## src/rtl/rfse_pkg.sv

```systemverilog
package rfse_pkg;

  typedef enum logic [1:0] {
    NRN_IDLE = 2'd0,
    NRN_WAIT = 2'd1,
    NRN_DONE = 2'd2
  } nrn_state_t;

  // Firing delay of neuron k for input x: distance to the field centre,
  // scaled by num/den with rounding, capped at dmax.
  function automatic int rf_delay(input int x, input int k, input int c0,
                                  input int sp, input int num, input int den,
                                  input int dmax);
    int c;
    int d;
    int v;
    c = c0 + k * sp;
    d = (x > c) ? (x - c) : (c - x);
    v = (d * num + den / 2) / den;
    if (v > dmax) v = dmax;
    return v;
  endfunction

endpackage

```

## src/rtl/rfse_delay_rom.sv

```systemverilog
module rfse_delay_rom #(
  parameter int IN_W    = 8,
  parameter int N_NEUR  = 16,
  parameter int DLY_W   = 4,
  parameter int CENTRE0 = 37,
  parameter int SPACING = 17,
  parameter int SLOPE_N = 2,
  parameter int SLOPE_D = 5
) (
  input  logic                      clk,
  input  logic                      rst_n,
  input  logic                      rd_en,
  input  logic [IN_W-1:0]           addr,
  output logic [N_NEUR*DLY_W-1:0]   rd_word
);
  import rfse_pkg::*;

  localparam int DEPTH  = 1 << IN_W;
  localparam int WORD_W = N_NEUR * DLY_W;
  localparam int DMAX   = (1 << DLY_W) - 1;

  function automatic logic [DEPTH*WORD_W-1:0] build_image();
    logic [DEPTH*WORD_W-1:0] img;
    img = '0;
    for (int a = 0; a < DEPTH; a++) begin
      for (int k = 0; k < N_NEUR; k++) begin
        img[a*WORD_W + k*DLY_W +: DLY_W] =
          DLY_W'(rf_delay(a, k, CENTRE0, SPACING, SLOPE_N, SLOPE_D, DMAX));
      end
    end
    return img;
  endfunction

  localparam logic [DEPTH*WORD_W-1:0] IMAGE = build_image();

  always_ff @(posedge clk) begin
    if (!rst_n) begin
      rd_word <= '0;
    end else if (rd_en) begin
      rd_word <= IMAGE[int'(addr)*WORD_W +: WORD_W];
    end
  end

endmodule

```

## src/rtl/rfse_frame_ctrl.sv

```systemverilog
module rfse_frame_ctrl #(
  parameter int STEP_W = 4
) (
  input  logic              clk,
  input  logic              rst_n,
  input  logic              start_i,
  output logic              accept_o,
  output logic              rd_valid_o,
  output logic              active_o,
  output logic [STEP_W-1:0] step_o,
  output logic              done_o
);
  localparam logic [STEP_W-1:0] LAST = {STEP_W{1'b1}};

  logic              rd_valid_q;
  logic              active_q;
  logic [STEP_W-1:0] step_q;

  assign accept_o   = start_i && !rd_valid_q && !active_q;
  assign rd_valid_o = rd_valid_q;
  assign active_o   = active_q;
  assign step_o     = step_q;
  assign done_o     = active_q && (step_q == LAST);

  always_ff @(posedge clk) begin
    if (!rst_n) begin
      rd_valid_q <= 1'b0;
      active_q   <= 1'b0;
      step_q     <= '0;
    end else begin
      rd_valid_q <= accept_o;
      if (rd_valid_q) begin
        active_q <= 1'b1;
        step_q   <= '0;
      end else if (active_q) begin
        if (step_q == LAST) begin
          active_q <= 1'b0;
          step_q   <= '0;
        end else begin
          step_q <= step_q + 1'b1;
        end
      end
    end
  end

endmodule

```

## src/rtl/rfse_neuron.sv

```systemverilog
module rfse_neuron #(
  parameter int DLY_W = 4
) (
  input  logic             clk,
  input  logic             rst_n,
  input  logic             load_i,
  input  logic [DLY_W-1:0] delay_i,
  input  logic             tick_i,
  output logic             spike_o
);
  import rfse_pkg::*;

  nrn_state_t       st_q;
  logic [DLY_W-1:0] cnt_q;
  logic             at_zero;

  assign at_zero = (cnt_q == '0);
  assign spike_o = tick_i && (st_q == NRN_WAIT) && at_zero;

  always_ff @(posedge clk) begin
    if (!rst_n) begin
      st_q  <= NRN_IDLE;
      cnt_q <= '0;
    end else if (load_i) begin
      st_q  <= NRN_WAIT;
      cnt_q <= delay_i;
    end else if (tick_i && st_q == NRN_WAIT) begin
      if (at_zero) begin
        st_q <= NRN_DONE;
      end else begin
        cnt_q <= cnt_q - 1'b1;
      end
    end
  end

endmodule

```

## src/rtl/rf_spike_encoder.sv

```systemverilog
module rf_spike_encoder #(
  parameter int IN_W    = 8,
  parameter int N_NEUR  = 16,
  parameter int DLY_W   = 4,
  parameter int CENTRE0 = 37,
  parameter int SPACING = 17,
  parameter int SLOPE_N = 2,
  parameter int SLOPE_D = 5
) (
  input  logic              clk,
  input  logic              rst_n,
  input  logic              start_i,
  input  logic [IN_W-1:0]   value_i,
  output logic [N_NEUR-1:0] spike_o,
  output logic [DLY_W-1:0]  step_o,
  output logic              frame_active_o,
  output logic              frame_done_o
);
  localparam int WORD_W = N_NEUR * DLY_W;

  logic              accept_w;
  logic              rd_valid_w;
  logic [WORD_W-1:0] delay_word_w;

  rfse_frame_ctrl #(.STEP_W(DLY_W)) u_ctrl (
    .clk        (clk),
    .rst_n      (rst_n),
    .start_i    (start_i),
    .accept_o   (accept_w),
    .rd_valid_o (rd_valid_w),
    .active_o   (frame_active_o),
    .step_o     (step_o),
    .done_o     (frame_done_o)
  );

  rfse_delay_rom #(
    .IN_W(IN_W), .N_NEUR(N_NEUR), .DLY_W(DLY_W), .CENTRE0(CENTRE0),
    .SPACING(SPACING), .SLOPE_N(SLOPE_N), .SLOPE_D(SLOPE_D)
  ) u_rom (
    .clk     (clk),
    .rst_n   (rst_n),
    .rd_en   (accept_w),
    .addr    (value_i),
    .rd_word (delay_word_w)
  );

  for (genvar k = 0; k < N_NEUR; k++) begin : g_nrn
    rfse_neuron #(.DLY_W(DLY_W)) u_nrn (
      .clk     (clk),
      .rst_n   (rst_n),
      .load_i  (rd_valid_w),
      .delay_i (delay_word_w[k*DLY_W +: DLY_W]),
      .tick_i  (frame_active_o),
      .spike_o (spike_o[k])
    );
  end

endmodule

```

## config.mk

```make
export PLATFORM = sky130hd
export DESIGN_NAME = rf_spike_encoder
export DESIGN_NICKNAME = d
export VERILOG_FILES = /design/src/rtl/rfse_pkg.sv /design/src/rtl/rfse_delay_rom.sv /design/src/rtl/rfse_frame_ctrl.sv /design/src/rtl/rfse_neuron.sv /design/src/rtl/rf_spike_encoder.sv
export SDC_FILE = /design/constraint.sdc
export NUM_CORES = 1
export LEC_CHECK = 0
export BUFFER_PORTS_ARGS = -buffer_cell sky130_fd_sc_hd__buf_2
export CORE_MARGIN = 2
export CORE_UTILIZATION = 40
export DETAILED_ROUTE_END_ITERATION = 6
export PLACE_DENSITY_LB_ADDON = 0.15
export SKIP_LAST_GASP = 1
export SLEW_MARGIN = 0
export SYNTH_ARGS = -nofsm -noshare
export SYNTH_HDL_FRONTEND = slang
export SYNTH_SLANG_ARGS = --single-unit
```

## constraint.sdc

```tcl
create_clock -name clk -period 5.1 [get_ports clk]
set_input_delay 0 -clock clk [delete_from_list [all_inputs] [get_ports clk]]
set_output_delay 0 -clock clk [all_outputs]
set_load 0.1 [all_outputs]
```

==> results.tsv, run 1 <==
stage	metric	value	unit
critical_path	crit_buf_inv	1	
finish	finalNonFillerCells	1540	
sta	maxSlewViolCount	0	
finish	layout.nets	1235	
power_and_ir_drop	power.internal	2.38	mW
die	core_area	24200	µm²
die	boundaryPins	33	
critical_path	crit_cells	6	
die	rows	57	
drt	num_vias	9291	
critical_path	cp-start-kind	flop	
power_and_ir_drop	clock_power_share	0.395	
die	chipWidth	161	µm
synthesis	synth-seq-area-share	0.329	
synthesis	synthDistinctLibCells	78	
sta	max_freq	358	MHz
worst_hold_path	min_path_cells	2	
synthesis	synth-edff-count	0	
synthesis	synthTopCellsByArea	dfxtp_1 33%, nand2_1 5.2%, o211a_1 4.6%	
sta	fin_crit_sh	0.548	
sta	hold_ws	133	ps
place	gp_congestion	1.01	
synthesis	synth_ff_type	dfxtp_1	
flow_run	cap_violations	0	
synthesis	synth-seq-cells	162	
drt	wl_met3	2730	µm
power_and_ir_drop	p_comb_frac	0.185	
worst_hold_path	min_path_type	primary input to flop	
sta	hold_viol	0	
critical_path	cpLargestDelayFamily	simple AND/OR/NAND/NOR gates	
finish	ff_latch_area	3250	µm²
drt	first_pass_iters	6	
sta	setup_viol	0	
synthesis	yosysTopAreaCellShare	0.329	
critical_path	path_class	flop to flop	
grt	antenna_found_initial	0	
clocking	htreeDepth	4	
power_and_ir_drop	power_leakage	4.18	nW
clocking	cts.clk_slew.worst_paths	70	ps
clocking	cts.sinks	162	
power_and_ir_drop	power_density	325	nW/µm²
grt	grt_pass1_wl	49900	µm
finish	fillers	2489	
run_status	outcome	completed	
grt	grt_use_total	0.247	
place	hpwlAfterDp	21700	µm
power_and_ir_drop	sw_frac_of_total	0.308	
die	fp.dieH	161	µm
place	placed_cells	1508	
drt	route.layer.met1.wl	14900	µm
drt	antenna_left	0	
drt	drt_iter0_drc	961	
clocking	clockBufferDepth	2	
finish	area_growth	7.34	%
critical_path	cp.required	5420	ps
power_and_ir_drop	sequentialPowerShare	0.421	
worst_hold_path	worstHoldStart	rst_n	
critical_path	cp_slowest_cell	nor3b_4	
finish	multi_input_area	5890	µm²
clocking	clock-root-buffer	clkbuf_16	
drt	wl_met2	13600	µm
critical_path	rr_worst_depth	6	
critical_path	crit_fanout	36	
clocking	numCtsBuffers	17	
clocking	insertion_delay	440	ps
drt	via_per_inst	6.03	
synthesis	synth.cell_area	9850	µm²
grt	grt_max_degree	77	
power_and_ir_drop	p_switching	1.06	mW
sta	relSlewSlack	0.346	
die	initial_utilization	0.406	
sta	fin_ws	2310	ps
grt	overflow	0	
sta	rsz0062_at_grt	no	
finish	antenna_cells	0	
clocking	cts_setup_buffers	0	
synthesis	synthArstFlopShare	0	
drt	highest-signal-layer	met4	
synthesis	synth.top_cells.by_count	162 x dfxtp_1, 137 x nand2_1, 113 x nor2_1	
power_and_ir_drop	ir_drop	0.000239	V
critical_path	critPathArrivalTime	3110	ps
clocking	hold_buffers	0	
drt	drc	0	
place	port_buffers	32	
place	pre_cts_slack	2120	ps
drt	routed_wl	32400	µm
finish	drive_gt1_frac	0.0781	
synthesis	synth_fp_nets	1288	
sta	final.setup.tns	0	ps
critical_path	critPathMaxStageDelay	860	ps
sta	tightest_slew	981	ps
sta	period_needed	2790	ps
drt	wl_per_cell	21.0	µm
synthesis	yosysMostFrequentCell	dfxtp_1	
critical_path	r2r_start	u_ctrl.rd_valid_o	
critical_path	crit_chain	nor3b_4 > buf_4 > nand2_1 > nor2_1 > o21ai_1 > o221a_2	
synthesis	yosys.area.top_type	dfxtp_1	
synthesis	syn_area_per_cell	7.85	µm²
critical_path	crit_start	u_ctrl.rd_valid_o	
synthesis	synth_cells	1256	
die	die_area	25900	µm²
sta	finClkSkew	20.7	ps
clocking	cts_resized	0	
grt	grt_pass1_vias	8413	
critical_path	cp-end-kind	flop	
synthesis	yosys_warnings	0	
clocking	cts_tree	done	
==> per-stage QoR <==
stage	instance area (µm²)	power [mW]	util
3_3_place_gp	9960	2.09	0.411
3_5_place_dp	9960	2.09	0.411
4_1_cts	10600	3.45	0.436
5_1_grt	10600	3.58	0.436
2_1_floorplan	9850	1.91	-
6_report	10600	3.44	0.436
==> final timing paths <==
check	to	slack, ps
max	u_rom.rd_word[53]	2310
min	u_rom.rd_word[13]	130
max reg2reg	u_rom.rd_word[53]	2310
min reg2reg	u_rom.rd_word[17]	460
==> routing by layer <==
metal,GRT usage,up-vias
li1,-,4371
met1,0.349,4383
met2,0.356,454
met3,0.0646,83
met4,0.105,0
met5,0,-
==> cells by family after synthesis <==
kind of cell / count (synthesis) / synth area share
adders and majority gates: 21 / 0.0267
buffers and inverters: 160 / 0.0741
DFF: 162 / 0.329
and+or+nand+nor: 445 / 0.223
AOI/OAI and AO/OA: 406 / 0.289
muxes: 12 / 0.0123
xor gates and xnor gates: 50 / 0.0452
==> worst register-to-register path: cells and delay by family, from the launching register on <==
kind                   cells  cell delay, ps
buffers and inverters      1             370
AOI/OAI and AO/OA          2             340
DFF                        1             470
and+or+nand+nor            3            1500
==> cell usage in the layout (no fill, tap or decap), drive strengths merged, types with 17 or more instances in the layout <==
master,count
nand2,137
nor2,114
o211a,45
a21oi,86
o211ai,25
nand3b,17
inv,46
nor3,24
o21ai,81
buf,45
ha,21
xnor2,46
a21boi,22
dfxtp,162
nor2b,30
o21a,21
nand2b,50
clkbuf,18
==> cell type report <==
type | instances | area share
Clock inverter | 14 | 0.0168
Clock buffer | 18 | 0.0415
Tap cell | 324 | 0.0383
Multi-Input combinational cell | 934 | 0.557
Sequential cell | 162 | 0.307
Inverter | 43 | 0.0153
Timing Repair Buffer | 45 | 0.0246
==> registers in the layout (all words and copies together) (netlist names) <==
register,cells
u_ctrl.step_o,4
u_ctrl.active_o,1
u_ctrl.rd_valid_o,1
g_nrn.u_nrn.cnt_q,64
g_nrn.u_nrn.st_q,32
u_rom.rd_word,60
==> power groups by stage <==
stage | Combinational, mW | Sequential, mW | Clock (mW)
detailed placement | 0.617 | 1.47 | 0
global placement | 0.619 | 1.47 | 0
floorplan | 0.467 | 1.45 | 0
finish | 0.635 | 1.45 | 1.36
CTS | 0.621 | 1.44 | 1.38
global route | 0.688 | 1.46 | 1.44
(Power assumes the default switching activity.)
==> run 2, diff against run 1 <==
- ABC_AREA: default -> 1
- clock period: 5.1 -> 2.55 ns (I/O delays scaled with it)
==> run 2 against run 1 <==
  * Clock-buffer cell count increased by 2
  * Highest routed layer unchanged
  * Sequential power is 95% higher
  * Die area decreased by 6.9%
  * Total power rose by 98%
  * Critical path type is now flop to output port
  * Combinational power rose by 100%
  * Utilization increased by 1.4 points
  * Area after synthesis shrank 7.0%
  * Register-to-register slack worse by 1600 ps
  * Clock power is 97% higher
  * Clock skew down 10 ps
  * Sequential share of layout area up 1.2 points
  * Routed wire length is 0.85% higher
==> results.tsv, run 2 <==
stage	metric	value	unit	change
run_status	outcome	completed		
die	fp.dieH	155	µm	-3.5%
drt	wl_per_cell	19.3	µm	-8.0%
critical_path	cp_slowest_cell	buf_2		
synthesis	synth_ff_type	dfxtp_1		
critical_path	rr_worst_depth	8		+2
flow_run	cap_violations	0		unchanged
grt	antenna_found_initial	0		unchanged
critical_path	cp-end-kind	output port		
clocking	cts_tree	done		
sta	tightest_slew	798	ps	-182 ps
die	initial_utilization	0.406		-0.000578
clocking	cts_resized	0		unchanged
synthesis	synthTopCellsByArea	dfxtp_1 35%, nand2_1 13%, nand3_1 7.0%		
synthesis	yosys.area.top_type	dfxtp_1		
sta	hold_viol	0		unchanged
worst_hold_path	min_path_type	primary input to flop		
grt	grt_pass1_vias	8880		+5.6%
clocking	clockBufferDepth	2		unchanged
synthesis	yosysTopAreaCellShare	0.354		+0.0249
synthesis	synth_cells	1383		+10%
finish	regMostFlops	g_nrn.u_nrn.cnt_q		
critical_path	cp-start-kind	flop		
critical_path	crit_chain	buf_4 > nand2_1 > nor2_1 > inv_1 > nor2_1 > buf_2		
synthesis	synth-seq-area-share	0.354		+0.0249
synthesis	yosysMostFrequentCell	nand2_1		
clocking	htreeDepth	4		unchanged
drt	drt_iter0_drc	932		-3.0%
critical_path	r2r_slack	710	ps	-1600 ps
place	placed_cells	1654		+9.7%
critical_path	r2r_start	u_ctrl.active_o		
critical_path	path_class	flop to output port		
critical_path	critPathMaxStageDelay	440	ps	-420 ps
clocking	clock-root-buffer	clkbuf_16		
critical_path	cp.required	2550	ps	-2870 ps
power_and_ir_drop	p_switching	2.19	mW	+110%
synthesis	synth.cell_area	9160	µm²	-7.0%
die	rows	55		-3.5%
sta	fin_crit_sh	0.815		
place	gp_congestion	1.08		+7.0%
power_and_ir_drop	sequentialPowerShare	0.416		-0.005
synthesis	synthArstFlopShare	0		unchanged
power_and_ir_drop	sw_frac_of_total	0.321		+0.0133
die	die_area	24100	µm²	-6.9%
critical_path	crit_fanout	26		-28%
worst_hold_path	min_path_cells	3		+1
clocking	cts_setup_buffers	0		unchanged
critical_path	crit_start	u_ctrl.active_o		
place	dpl_cell_area	9530	µm²	-4.4%
finish	area_growth	11.0	%	
finish	antenna_cells	0		unchanged
power_and_ir_drop	p_comb_frac	0.190		+0.005
sta	max_freq	481	MHz	
place	port_buffers	32		unchanged
drt	via_per_inst	5.67		-6.1%
sta	finClkSkew	10.4	ps	-10.3 ps
finish	largest_reg_flops	64		unchanged
sta	fin_ws	471	ps	-1830 ps
grt	grt_max_degree	72		-6.5%
grt	overflow	0		unchanged
clocking	cts.clk_slew.worst_paths	70	ps	about the same
sta	relSlewSlack	0.468		+0.122
place	pre_cts_slack	766	ps	-1350 ps
synthesis	synth-edff-count	0		unchanged
finish	final_common_cell	nand2_1		
die	chipWidth	155	µm	-3.5%
synthesis	synth-seq-cells	162		unchanged
drt	antenna_left	0		unchanged
synthesis	yosys_warnings	0		unchanged
finish	post-route-util	0.450		+0.0141
clocking	insertion_delay	440	ps	about the same
critical_path	cp-endpoint	spike_o[11]		
finish	layout.nets	1424		+15%
grt	grt_pass1_wl	50900	µm	+2.0%
drt	drc	0		unchanged
die	core_area	22600	µm²	-6.9%
clocking	numCtsBuffers	17		unchanged
finish	design_area	10200	µm²	-3.9%
power_and_ir_drop	power_density	669	nW/µm²	+110%
sta	hold_ws	73.6	ps	-59.2 ps
synthesis	synth.top_cells.by_count	308 x nand2_1, 162 x dfxtp_1, 151 x inv_1		
drt	routed_wl	32700	µm	+0.85%
finish	final_cell_mix	308 x nand2_1, 161 x dfxtp_1, 149 x inv_1		
sta	rsz0062_at_grt	no		
clocking	cts.sinks	162		unchanged
finish	fillers	2413		-3.1%
critical_path	crit_cells	6		unchanged
synthesis	synthDistinctLibCells	41		-47%
finish	finalNonFillerCells	1689		+9.7%
sta	period_needed	2080	ps	
die	boundaryPins	33		unchanged
critical_path	crit_buf_inv	3		+2
finish	reg.largest.list	g_nrn.u_nrn.cnt_q: 64 flops, u_rom.rd_word: 60 flops, g_nrn.u_nrn.st_q: 32 flops		
critical_path	crit_top_cell	nor2_1		
finish	drive_gt1_frac	0.0919		+0.0138
power_and_ir_drop	power.internal	4.62	mW	+94%
place	hpwlAfterDp	23900	µm	+10%
power_and_ir_drop	power	6.80	mW	+98%
synthesis	synth_fp_nets	1415		+9.9%
drt	first_pass_iters	6		unchanged
critical_path	r2r_end	u_rom.rd_word[28]		
sta	maxSlewViolCount	0		unchanged
power_and_ir_drop	ir_drop	0.000359	V	+51%
power_and_ir_drop	clock_power_share	0.394		about the same
critical_path	cpLargestDelayFamily	buffers and inverters		
power_and_ir_drop	power_leakage	4.37	nW	+4.5%
synthesis	syn_area_per_cell	6.62	µm²	-16%
sta	setup_viol	0		unchanged
sta	final.setup.tns	0	ps	unchanged
drt	num_vias	9570		+3.0%
critical_path	critPathArrivalTime	2080	ps	-1030 ps
grt	grt_use_total	0.274		+0.0264
## run 2: cells by family (layout without fill, tap and decap cells)
family	after synthesis	in the layout	share of synthesized area
compound gates	330	330	0.206
fa+ha+maj	21	21	0.0287
simple gates	610	610	0.280
flops	162	162	0.354
xor+xnor	19	19	0.0182
buf+inv	241	262	0.113
## run 2: worst min path at each step
stage,startpoint,endpoint,slack [ps]
global placement,start_i,u_ctrl.rd_valid_o,360
detailed placement,start_i,u_ctrl.rd_valid_o,350
global route,value_i[6],u_rom.rd_word[13],60
finish,value_i[6],u_rom.rd_word[2],70
CTS,value_i[6],u_rom.rd_word[13],50
floorplan,start_i,u_ctrl.rd_valid_o,180
## run 2: per-layer routing
metal | global-route usage | vias to the layer above | wire (µm)
li1 | - | 4622 | -
met2 | 0.408 | 431 | 13900
met4 | 0.124 | 0 | 1480
met3 | 0.0526 | 81 | 2370
met1 | 0.383 | 4436 | 14900
met5 | 0 | - | 0
## run 2: worst reg2reg max path, delay by kind of cell (launching register included)
family | cells | cell delay [ps]
buffers and inverters | 2 | 440
and+or+nand+nor | 3 | 470
AOI/OAI and AO/OA | 3 | 530
DFF | 1 | 320
## run 2: area by class of cell
type / count / area, µm² / area share
tap: 285 / 357 / 0.0351
clock inverter: 11 / 141 / 0.0139
clock buffer: 20 / 457 / 0.0449
timing repair buffer: 73 / 478 / 0.0470
inverter: 158 / 593 / 0.0583
sequential: 162 / 3240 / 0.319
multi-input combinational: 980 / 4890 / 0.482
## run 2: power by group through the flow
stage | clock, mW | sequential [mW] | combinational, mW
CTS | 2.72 | 2.83 | 1.27
finish | 2.68 | 2.83 | 1.29
global placement | 0 | 2.89 | 1.27
detailed placement | 0 | 2.88 | 1.26
floorplan | 0 | 2.85 | 0.892
global route | 2.84 | 2.85 | 1.43
## run 2: what timing repair did
action	CTS	global route
hold buffers	4	0
hold endpoints to repair	3	0
endpoints found under the setup margin	0	0
==> run 3, diff against run 2 <==
- ABC_AREA: 1 -> 0
- clock period: 2.55 -> 2.14 ns (I/O delays scaled with it)
==> run 3 against run 2 <==
  * Die area is 7.4% higher
  * Clock power is 23% higher
  * Routed wire length is 2.6% higher
  * Register-to-register slack worse by 430 ps
  * Clock skew hardly changed
  * Global-route usage is 1.5 points lower
  * Sequential power is 21% higher
  * Final cell count is 3.7% lower
  * Critical path depth is 1 lower
  * Critical path type unchanged
==> results.tsv, run 3 (synthesis gave the netlist of run 1 again) <==
stage	metric	value	unit	change
finish	final_cell_mix	160 x dfxtp_1, 137 x nand2_1, 112 x nor2_1		
critical_path	r2r_end	u_rom.rd_word[13]		
drt	drc	0		unchanged
clocking	numCtsBuffers	17		unchanged
power_and_ir_drop	ir_drop	0.000438	V	+22%
sta	period_needed	1980	ps	
finish	regMostFlops	g_nrn.u_nrn.cnt_q		
die	chipWidth	161	µm	+3.6%
die	initial_utilization	0.406		+0.000578
run_status	outcome	completed		
sta	setup_viol	0		unchanged
finish	layout.nets	1322		-7.2%
clocking	cts.clk_slew.worst_paths	70	ps	about the same
flow_run	cap_violations	0		unchanged
clocking	insertion_delay	440	ps	about the same
drt	antenna_left	0		unchanged
clocking	clock-root-buffer	clkbuf_16		
sta	hold_ws	176	ps	+102 ps
drt	routed_wl	33500	µm	+2.6%
sta	hold_viol	0		unchanged
finish	antenna_cells	0		unchanged
power_and_ir_drop	power_density	729	nW/µm²	+9.0%
grt	antenna_found_initial	0		unchanged
clocking	htreeDepth	4		unchanged
critical_path	cp.required	2140	ps	-410 ps
drt	via_per_inst	5.88		+3.8%
worst_hold_path	min_path_type	primary input to flop		
sta	finClkSkew	10.3	ps	-0.111 ps
finish	final_common_cell	dfxtp_1		
place	gp_congestion	1.01		-6.1%
sta	relSlewSlack	0.492		+0.0242
sta	tightest_slew	759	ps	-39.1 ps
finish	reg.largest.list	g_nrn.u_nrn.cnt_q: 64 flops, u_rom.rd_word: 60 flops, g_nrn.u_nrn.st_q: 32 flops		
die	fp.dieH	161	µm	+3.6%
finish	largest_reg_flops	64		unchanged
critical_path	crit_fanout	22		-15%
place	dpl_cell_area	10900	µm²	+14%
drt	wl_per_cell	20.6	µm	+6.5%
drt	drt_iter0_drc	1073		+15%
clocking	clockBufferDepth	2		unchanged
die	core_area	24200	µm²	+7.4%
clocking	cts_tree	done		
die	boundaryPins	33		unchanged
drt	first_pass_iters	7		+1
critical_path	cp-start-kind	flop		
sta	maxSlewViolCount	0		unchanged
die	rows	57		+3.6%
grt	grt_max_degree	50		-31%
grt	grt_use_total	0.259		-0.0153
finish	drive_gt1_frac	0.140		+0.0486
power_and_ir_drop	power_leakage	4.67	nW	+6.9%
sta	max_freq	504	MHz	
critical_path	r2r_start	u_ctrl.rd_valid_o		
critical_path	r2r_slack	280	ps	-430 ps
grt	grt_pass1_wl	52000	µm	+2.1%
sta	rsz0062_at_grt	no		
drt	num_vias	9566		-0.042%
sta	fin_crit_sh	0.927		
grt	grt_pass1_vias	8821		-0.66%
worst_hold_path	worstHoldStart	value_i[4]		
finish	design_area	11500	µm²	+13%
critical_path	path_class	flop to output port		
critical_path	rr_worst_depth	4		-4
worst_hold_path	min_path_cells	3		unchanged
place	hpwlAfterDp	24100	µm	+0.97%
power_and_ir_drop	power	8.40	mW	+24%
place	port_buffers	32		unchanged
worst_hold_path	holdPathEnd	u_rom.rd_word[4]		
critical_path	critPathArrivalTime	1980	ps	-100 ps
grt	overflow	0		unchanged
critical_path	cp-end-kind	output port		
die	die_area	25900	µm²	+7.4%
finish	area_growth	17.0	%	
clocking	cts.sinks	162		unchanged
[run 3: changes by cell type in the layout (fill, tap and decap cells not counted), moves of 18 or more]
| cell | previous run | this run |
|---|---|---|
| o21ai_0 | 109 | 64 |
| inv_1 | 149 | 39 |
| nand2_1 | 308 | 137 |
| nor2b_1 | 0 | 30 |
| a31oi_1 | 41 | 15 |
| buf_4 | 37 | 96 |
| a21boi_0 | 1 | 19 |
| o211a_1 | 0 | 45 |
| xnor2_1 | 0 | 46 |
| nand2b_1 | 0 | 50 |
| buf_12 | 0 | 18 |
| nand3_1 | 128 | 14 |
| a21oi_1 | 112 | 86 |
| o21a_1 | 2 | 21 |
[run 3: layer usage]
metal,global-route usage,share of wire
met1,0.363,0.45
met2,0.383,0.42
met4,0.120,0.045
met5,0,0
met3,0.0493,0.078
[run 3: timing repair]
| item | in CTS | in global routing |
|---|---|---|
| buffers inserted | 0 | 0 |
| gates resized for setup | 0 | 1 |
| hold endpoints to repair | 13 | 0 |
| hold buffers | 1 | 0 |
| endpoints found under the setup margin | 0 | 4 |
[run 3: critical path, cell delays in order (launching register included)]
cell      delay, ps
dfxtp_2         380
buf_6           250
nand3b_1        140
nor4b_1         400
buf_4           210
buf_12          170
[run 3: through the flow]
stage	setup TNS, ps	util	setup WS [ps]	cells
after floorplan	-102	-	-102	1256
after global placement	0	0.449	182	1594
after detailed placement	0	0.449	131	1594
after CTS	0	0.475	57.4	1627
after global routing	0	0.475	0.227	1627
final	0	0.475	157	1627
[run 3: area by class of cell]
type | instances | area [µm²]
Clock buffer | 18 | 439
Sequential cell | 162 | 3250
Inverter | 43 | 161
Tap cell | 324 | 405
Fill cell | 2423 | 12700
Multi-Input combinational cell | 934 | 5890
Timing Repair Buffer | 132 | 1180
Clock inverter | 14 | 195
[run 3: how the worst max path moves through the flow]
| stage | startpoint | end | slack (ps) | depth (start not counted) |
|---|---|---|---|---|
| 2_1_floorplan | u_ctrl.step_o[0] | u_ctrl.step_o[3] | -100 | 4 |
| 3_3_place_gp | value_i[0] | u_rom.rd_word[8] | 180 | 8 |
| 3_5_place_dp | value_i[1] | u_rom.rd_word[44] | 130 | 8 |
| 4_1_cts | u_ctrl.active_o | spike_o[1] | 60 | 5 |
| 5_1_grt | u_ctrl.active_o | spike_o[7] | 0.2 | 5 |
| 6_report | u_ctrl.active_o | spike_o[10] | 160 | 5 |
[run 3: power by group]
group          internal [mW]  total, mW  leakage [nW]  switching (mW)
Combinational          0.657       1.68          3.04            1.03
Sequential              3.25       3.43          1.33           0.185
Clock                   1.91       3.29         0.300            1.38
Total                   5.81       8.40          4.67            2.59
